<file path="src/rtl/cfg_port_pkg.sv">
package cfg_port_pkg;

    typedef enum logic [2:0] {
        ST_LOCKED,
        ST_KEY1,
        ST_KEY2,
        ST_KEY3,
        ST_OPEN
    } unlock_state_t;

    localparam logic [7:0] KEY_B0 = 8'h87;
    localparam logic [7:0] KEY_B1 = 8'h01;
    localparam logic [7:0] KEY_B2 = 8'h55;
    localparam logic [7:0] KEY_B3 = 8'h55;

    localparam logic [7:0] IDX_EXIT    = 8'h02;
    localparam logic [7:0] EXIT_CMD    = 8'h02;
    localparam logic [7:0] IDX_LDN     = 8'h07;
    localparam logic [7:0] IDX_ID_HI   = 8'h20;
    localparam logic [7:0] IDX_ID_LO   = 8'h21;
    localparam logic [7:0] IDX_REV     = 8'h22;
    localparam logic [7:0] IDX_ACT     = 8'h30;
    localparam logic [7:0] IDX_BASE_HI = 8'h60;
    localparam logic [7:0] IDX_BASE_LO = 8'h61;

endpackage

</file>
<file path="src/rtl/cfg_unlock_fsm.sv">
module cfg_unlock_fsm
    import cfg_port_pkg::*;
(
    input  logic       clk,
    input  logic       rst_n,
    input  logic       key_wr,
    input  logic [7:0] key_byte,
    input  logic       exit_req,
    output logic       cfg_open
);

    unlock_state_t state_q, state_d;

    // A mismatching byte restarts the match; 0x87 is itself the first key byte.
    function automatic unlock_state_t restart_to(input logic [7:0] b);
        return (b == KEY_B0) ? ST_KEY1 : ST_LOCKED;
    endfunction

    always_ff @(posedge clk) begin
        if (!rst_n) state_q <= ST_LOCKED;
        else        state_q <= state_d;
    end

    always_comb begin
        state_d = state_q;
        unique case (state_q)
            ST_LOCKED: if (key_wr) state_d = restart_to(key_byte);
            ST_KEY1:   if (key_wr) state_d = (key_byte == KEY_B1) ? ST_KEY2 : restart_to(key_byte);
            ST_KEY2:   if (key_wr) state_d = (key_byte == KEY_B2) ? ST_KEY3 : restart_to(key_byte);
            ST_KEY3:   if (key_wr) state_d = (key_byte == KEY_B3) ? ST_OPEN : restart_to(key_byte);
            ST_OPEN:   if (exit_req) state_d = ST_LOCKED;
            default:   state_d = ST_LOCKED;
        endcase
    end

    always_comb begin
        cfg_open = (state_q == ST_OPEN);
    end

    // the port can only open right after the last key byte was written
    assert_open_after_key_R2: assert property (@(posedge clk) disable iff (!rst_n)
        $rose(cfg_open) |-> $past(key_wr && key_byte == KEY_B3));

endmodule

</file>
<file path="src/rtl/cfg_dev_bank.sv">
module cfg_dev_bank
    import cfg_port_pkg::*;
#(
    parameter int NUM_DEV = 4
) (
    input  logic        clk,
    input  logic        rst_n,
    input  logic        wr_en,
    input  logic [7:0]  ldn,
    input  logic [7:0]  idx,
    input  logic [7:0]  wdata,
    output logic [7:0]  rd_data,
    output logic        sel_active,
    output logic [15:0] sel_base
);

    localparam int SEL_W = (NUM_DEV > 1) ? $clog2(NUM_DEV) : 1;

    logic [NUM_DEV-1:0]       act_all;
    logic [NUM_DEV-1:0][15:0] base_all;
    logic                     ldn_valid;
    logic [SEL_W-1:0]         sel_idx;

    assign ldn_valid = (32'(ldn) < NUM_DEV);
    assign sel_idx   = ldn[SEL_W-1:0];

    for (genvar g = 0; g < NUM_DEV; g++) begin : g_dev
        logic        act_r;
        logic [15:0] base_r;
        logic        hit;

        assign hit = wr_en && (32'(ldn) == g);

        always_ff @(posedge clk) begin
            if (!rst_n) begin
                act_r  <= 1'b0;
                base_r <= 16'h0000;
            end else if (hit) begin
                if (idx == IDX_ACT)     act_r        <= wdata[0];
                if (idx == IDX_BASE_HI) base_r[15:8] <= wdata;
                if (idx == IDX_BASE_LO) base_r[7:0]  <= wdata;
            end
        end

        assign act_all[g]  = act_r;
        assign base_all[g] = base_r;
    end

    always_comb begin
        sel_active = ldn_valid ? act_all[sel_idx]  : 1'b0;
        sel_base   = ldn_valid ? base_all[sel_idx] : 16'h0000;
        unique case (idx)
            IDX_ACT:     rd_data = {7'b0, sel_active};
            IDX_BASE_HI: rd_data = sel_base[15:8];
            IDX_BASE_LO: rd_data = sel_base[7:0];
            default:     rd_data = 8'h00;
        endcase
    end

    // with no write and the same device selected, the exported bank holds
    assert_bank_hold_R9: assert property (@(posedge clk) disable iff (!rst_n)
        !wr_en |=> (ldn != $past(ldn)) || ($stable(sel_base) && $stable(sel_active)));

endmodule

</file>
<file path="src/rtl/cfg_index_port.sv">
module cfg_index_port
    import cfg_port_pkg::*;
#(
    parameter logic [15:0] CHIP_ID  = 16'h8712,
    parameter logic [7:0]  REVISION = 8'h08,
    parameter int          NUM_DEV  = 4
) (
    input  logic        clk,
    input  logic        rst_n,
    input  logic        bus_addr,
    input  logic        bus_wr,
    input  logic        bus_rd,
    input  logic [7:0]  bus_wdata,
    output logic [7:0]  bus_rdata,
    output logic        cfg_open,
    output logic [7:0]  sel_ldn,
    output logic        sel_active,
    output logic [15:0] sel_base
);

    logic [7:0] index_q;
    logic [7:0] ldn_q;
    logic [7:0] bank_rd;
    logic       key_wr, idx_wr, data_wr, exit_req;

    assign key_wr   = bus_wr && !bus_addr && !cfg_open;
    assign idx_wr   = bus_wr && !bus_addr && cfg_open;
    assign data_wr  = bus_wr && bus_addr && cfg_open;
    assign exit_req = data_wr && (index_q == IDX_EXIT) && (bus_wdata == EXIT_CMD);

    cfg_unlock_fsm u_unlock (
        .clk      (clk),
        .rst_n    (rst_n),
        .key_wr   (key_wr),
        .key_byte (bus_wdata),
        .exit_req (exit_req),
        .cfg_open (cfg_open)
    );

    always_ff @(posedge clk) begin
        if (!rst_n) begin
            index_q <= 8'h00;
            ldn_q   <= 8'h00;
        end else if (exit_req) begin
            index_q <= 8'h00;
        end else if (idx_wr) begin
            index_q <= bus_wdata;
        end else if (data_wr && index_q == IDX_LDN) begin
            ldn_q <= bus_wdata;
        end
    end

    cfg_dev_bank #(.NUM_DEV(NUM_DEV)) u_bank (
        .clk        (clk),
        .rst_n      (rst_n),
        .wr_en      (data_wr),
        .ldn        (ldn_q),
        .idx        (index_q),
        .wdata      (bus_wdata),
        .rd_data    (bank_rd),
        .sel_active (sel_active),
        .sel_base   (sel_base)
    );

    assign sel_ldn = ldn_q;

    always_comb begin
        if (!bus_rd)        bus_rdata = 8'h00;
        else if (!cfg_open) bus_rdata = 8'hFF;
        else if (!bus_addr) bus_rdata = index_q;
        else begin
            unique case (index_q)
                IDX_LDN:   bus_rdata = ldn_q;
                IDX_ID_HI: bus_rdata = CHIP_ID[15:8];
                IDX_ID_LO: bus_rdata = CHIP_ID[7:0];
                IDX_REV:   bus_rdata = {4'h0, REVISION[3:0]};
                default:   bus_rdata = bank_rd;
            endcase
        end
    end

    // locked reads return all ones
    assert_locked_read_R1: assert property (@(posedge clk) disable iff (!rst_n)
        (!cfg_open && bus_rd) |-> bus_rdata == 8'hFF);

    // a locked write leaves the exported device state alone
    assert_locked_write_R4: assert property (@(posedge clk) disable iff (!rst_n)
        (!cfg_open && bus_wr) |=> $stable(sel_ldn) && $stable(sel_base) && $stable(sel_active));

    // the exit command always closes the port
    assert_exit_relock_R5: assert property (@(posedge clk) disable iff (!rst_n)
        (cfg_open && bus_wr && bus_addr && index_q == IDX_EXIT && bus_wdata == EXIT_CMD) |=> !cfg_open);

    // revision reads carry a zero upper nibble
    assert_rev_nibble_R8: assert property (@(posedge clk) disable iff (!rst_n)
        (cfg_open && bus_rd && bus_addr && index_q == IDX_REV) |-> bus_rdata[7:4] == 4'h0);

endmodule

</file>
<file path="config.mk">
export PLATFORM = sky130hd
export DESIGN_NAME = cfg_index_port
export DESIGN_NICKNAME = d
export VERILOG_FILES = /design/src/rtl/cfg_port_pkg.sv /design/src/rtl/cfg_unlock_fsm.sv /design/src/rtl/cfg_dev_bank.sv /design/src/rtl/cfg_index_port.sv
export SDC_FILE = /design/constraint.sdc
export NUM_CORES = 1
export LEC_CHECK = 0
export CAP_MARGIN = 20
export CORE_UTILIZATION = 34
export DETAILED_ROUTE_END_ITERATION = 12
export GPL_ROUTABILITY_DRIVEN = 0
export GPL_TIMING_DRIVEN = 0
export PLACE_DENSITY = 0.64
export SYNTH_ARGS = -nofsm -noshare
export SYNTH_HDL_FRONTEND = slang
export SYNTH_SLANG_ARGS = --single-unit
</file>
<file path="constraint.sdc">
create_clock -name clk -period 6.25 [get_ports clk]
set_input_delay 1.25 -clock clk [delete_from_list [all_inputs] [get_ports clk]]
set_output_delay 1.25 -clock clk [all_outputs]
set_load 0.02 [all_outputs]
</file>
# [Yosys cells after proc, flatten, opt, wreduce, memory -nomap -nowiden]
# Cells that the tools add are included.
[op_classes] order_cmp=2 eq_ne=24 muxes=21 bitwise_logic=3 n_reduce_logical=31
[ops] operator="$bmux 16 s2" count=1
[ops] operator="$eq 8x2->1 const B" count=4
[ops] operator="$eq 8x6->1 const B" count=4
[ops] operator="$mux 16" count=2
[ops] operator="$pmux 8 s4" count=1
[ops] operator="$eq 8x7->1 const B" count=3
[ops] operator="$mux 3" count=8
[ops] operator="$mux 8" count=3
[ops] operator="$pmux 8 s3" count=1
[ops] operator="$reduce_and 2->1" count=12
[ops] operator="$eq 8x1->1 const B" count=2
[ops] operator="$pmux 3 s5" count=1
[ops] operator="$logic_and 1x1->1" count=12
[ops] operator="$eq 8x3->1 const B" count=1
[ops] operator="$eq 8x8->1 const B" count=1
[ops] operator="$logic_not 8->1" count=1
[ops] operator="$lt 8x3->1 const B" count=1
[ops] operator="$ne 2x2->1 const B" count=4
[ops] operator="$eq 3x2->1 const B" count=2
[ops] operator="$reduce_and 5->1" count=1
[ops] operator="$eq 3x1->1 const B" count=1
[ops] operator="$eq 3x3->1 const B" count=1
[ops] operator="$logic_not 3->1" count=1
[ops] operator="$lt 2x3->1 const B" count=1
[ops] operator="7 further kinds" count=12
[totals] ff_bits=87 in_bits=13 out_inout_bits=34

# [Depth between registers and ports, before layout]
[depth] depth_word=8 depth_mapped=6

# [Cells and area by module]
# A second synthesis with hierarchy kept.
[hier_totals] cells_unflattened=487 hier_area_um2=4576.9
[by_module_without_submodules] module="cfg_dev_bank" instances=1 cells_per_inst=351 area_per_inst_um2=3389.5 seq_area_each_um2=1361.3
[by_module_without_submodules] module="cfg_index_port" instances=1 cells_per_inst=113 area_per_inst_um2=974.7 seq_area_each_um2=320.3
[by_module_without_submodules] module="cfg_unlock_fsm" instances=1 cells_per_inst=23 area_per_inst_um2=212.7 seq_area_each_um2=60.1

# [Least setup slack after synthesis]
# No wires, ideal clock.
[synth_timing] path_type="input to output" from="input port bus_addr" to="output port bus_rdata[0]" arrival_time_ns=2.245 required_time_ns=5.000 slack_ns=2.755 path_stages=5 cell_sequence="nand4bb_1 > clkbuf_1 > a21o_1 > a221oi_1 > a21oi_1"
[synth_via] elab_chain_len=3
[synth_lines] item="from (decl)" line_no="cfg_index_port.sv:10" text="input logic bus_addr,"
[synth_lines] item="$mux 8" line_no="cfg_index_port.sv:70" text="else if (!bus_addr) bus_rdata = index_q;"
[synth_lines] item="$mux 8" line_no="cfg_index_port.sv:69" text="else if (!cfg_open) bus_rdata = 8'hFF;"
[synth_lines] item="$mux 8" line_no="cfg_index_port.sv:68" text="if (!bus_rd) bus_rdata = 8'h00;"
[synth_lines] item="to (decl)" line_no="cfg_index_port.sv:14" text="output logic [7:0] bus_rdata,"
# No other way between the ends.

# [Final worst setup path]
[layout_timing] from="input port bus_addr" to="output port bus_rdata[7]"
# Same word-level chain as after synthesis.

==> metrics.csv <==
metric,value,unit
io_buffers,46,
drt_iter0_drc,315,
pwr-share-seq,44.5,%
async_flop_share,0,%
synth_top_area_cell,dfxtp_1,
drc,0,
worst_ep_required_time,5.00,ns
dp.cells,649,
ys_ff_latch,87,
fin_cells,665,
grt.total_usage,21.6,%
finalMaxSlewViolations,0,
ys_top_cells_by_area,"dfxtp_1 (41%), mux2i_1 (18%), mux4_2 (9.0%)",
synth_common_cells,"nand2_1 (92), dfxtp_1 (87), mux2i_1 (76)",
worstPathCellList,"clkdlybuf4s50_1, nand4bb_1, clkbuf_1, a21o_1, a221oi_1, a21oi_1, clkdlybuf4s50_1",
num_vias,3695,
comb_power_share,4.4,%
grt_setup_unrepaired,no,
netSwitchingPower,277,uW
rrSetupSlack,4.00,ns
ant_nets,0,
crit_type,in -> out,
final_nets,505,
antenna_found_initial,0,
place_hpwl,9500,microns
cp-start-kind,input pin,
hold_violations,0,
h-tree-depth,3,
vdd_drop_max,0.109,mV
grt-ovfl-total,0,
post_cts_buffers,0,
grt_pass1_vias,3681,
core-area,12100,sq um
tns,0,ns
power.internal,970,uW
crit_slowest_cell,clkdlybuf4s50_1,
status,finished clean,
n_fill_cell,1198,
cts_sinks,87,
mappedNetlistArea,4270,sq um
cp-end-kind,output port,
insertion_delay,0.35,ns
postCtsResizedCells,0,
numCtsBuffers,9,
hp-class,reg -> reg,
synth_top_family_by_area,multiplexers,
ios,47,
die_h,114,microns
ys.flop_type,dfxtp_1,
grt_pass1_wl,20800,microns
critical-path-max-stage-delay,0.64,ns
powerDensity,236,nW/um^2
crit_family,buffers and inverters,
clk_pin_slew_worst_paths,0.06,ns
synthAdderAreaFrac,0,%
die_w,114,microns
yosys_warnings,0,
synthMuxAreaShare,26.8,%
relSlewSlack,34.8,%
drt_wl_total,13300,microns
critical_path_arrival,3.40,ns
drive_gt1_share,10.7,%
synth-xor-area-share,0,%
firstDrtPassIters,7,
crit_buf_inv,3,
synth_cells,435,
whs,0.458,ns
synth_edf_count,0,
initial_utilization,35.2,%
switching_share,22.2,%
path_common_cell,clkdlybuf4s50_1,
synth-compound-area-share,6.31,%
worstMarginPinSlew,0.971,ns
die_area,13000,sq um
cts_hold_buf,0,
avgSynthCellArea,9.81,sq um
grt_max_degree,17,
rows,40,
yosysSeqAreaShare,40.8,%
fmaxAchievable,0.215,GHz
p_leak,0.00204,uW
clock_path_buffers,2,
setup_viol,0,
synth_top_area_share,40.8,%
worstPathMaxFanout,9,
antenna_cells,0,
clock_skew,0.00637,ns
syn-num-nets,448,
drv_cap,0,
synthSimpleGateAreaFrac,23.0,%
yosysMostFrequentCell,nand2_1,
p_clk_share,51.1,%
cts_tree,built,
final.period_utilization,74.4,%
synth.distinct_cells,45,
viasPerCell,5.56,
cts_root_buf,clkbuf_16,
wire_per_inst,20.0,microns
finalCriticalPeriod,4.65,ns
area_delta_synth_final,24.0,%
through the flow:
stage | utilization [%] | total power (uW) | cell area (sq um) | worst slack [ns]
finish | 43.7 | 1250 | 5290 | 1.60
global route | 43.7 | 1280 | 5290 | 1.48
CTS | 43.7 | 1250 | 5290 | 1.65
detailed placement | 40.8 | 622 | 4940 | 1.67
global placement | 40.8 | 622 | 4940 | 1.64
floorplan | - | 592 | 4270 | 2.76
power by group through the flow:
stage	clock, uW	sequential [uW]	combinational [uW]
after floorplan	0	568	24.1
after global placement	0	568	54.1
final	637	555	55.4
after CTS	642	555	55.1
after detailed placement	0	568	54.7
after global routing	669	555	59.2
cell usage in the layout (no fill, tap or decap), drive strengths merged, types with 10 or more instances in the layout:
master and instances:
dfxtp 87, and3 23, clkbuf 26, clkdlybuf4s50 46, mux2i 76, nand2 92
nor2b 10, nand3 18, buf 10, mux4 17, a21oi 15
per-layer routing:
layer	GRT usage (%)	up-vias	wire length, microns
met5	0	-	0
met1	27.5	1836	5690
met2	35.4	129	6410
met3	4.57	25	817
met4	8.74	0	346
li1	-	1705	-
flip-flops by register name, summed over array words and instances, names as in the netlist:
signal and cells:
index_q 8, sel_ldn 8, u_bank.g_dev.act_r 4, u_bank.g_dev.base_r 64, u_unlock.state_q 3
final cells by class:
class                      count  area (sq um)  share of cell area [%]
multi-input combinational    319          2390                    45.3
sequential                    87          1740                    32.9
timing repair buffer          46           460                    8.71
clock buffer                   9           225                    4.26
tap                          168           210                    3.98
clock inverter                 7           126                    2.39
buffer                        27           123                    2.32
inverter                       2          7.51                   0.142
worst min-delay path: stages, from the launching register on:
cell,delay (ns)
dfxtp_1,0.31
nand2_1,0.05
mux2i_1,0.05
kinds of logic after synthesis:
kind of cell,count (synthesis)
compound gates,42
flops,87
simple gates,184
mux,93
buf+inv,29
worst paths after layout:
| check | startpoint | end | depth (start not counted) |
|---|---|---|---|
| worst max-delay path | bus_addr | bus_rdata[7] | 7 |
| worst min-delay path | u_bank.g_dev[1].base_r[3] | u_bank.g_dev[1].base_r[3] | 2 |
| worst max register to register | sel_ldn[7] | u_bank.g_dev[1].act_r | 4 |
| worst min register to register | u_bank.g_dev[1].base_r[3] | u_bank.g_dev[1].base_r[3] | 2 |
No activity file was read; power rests on OpenSTA's default activity.
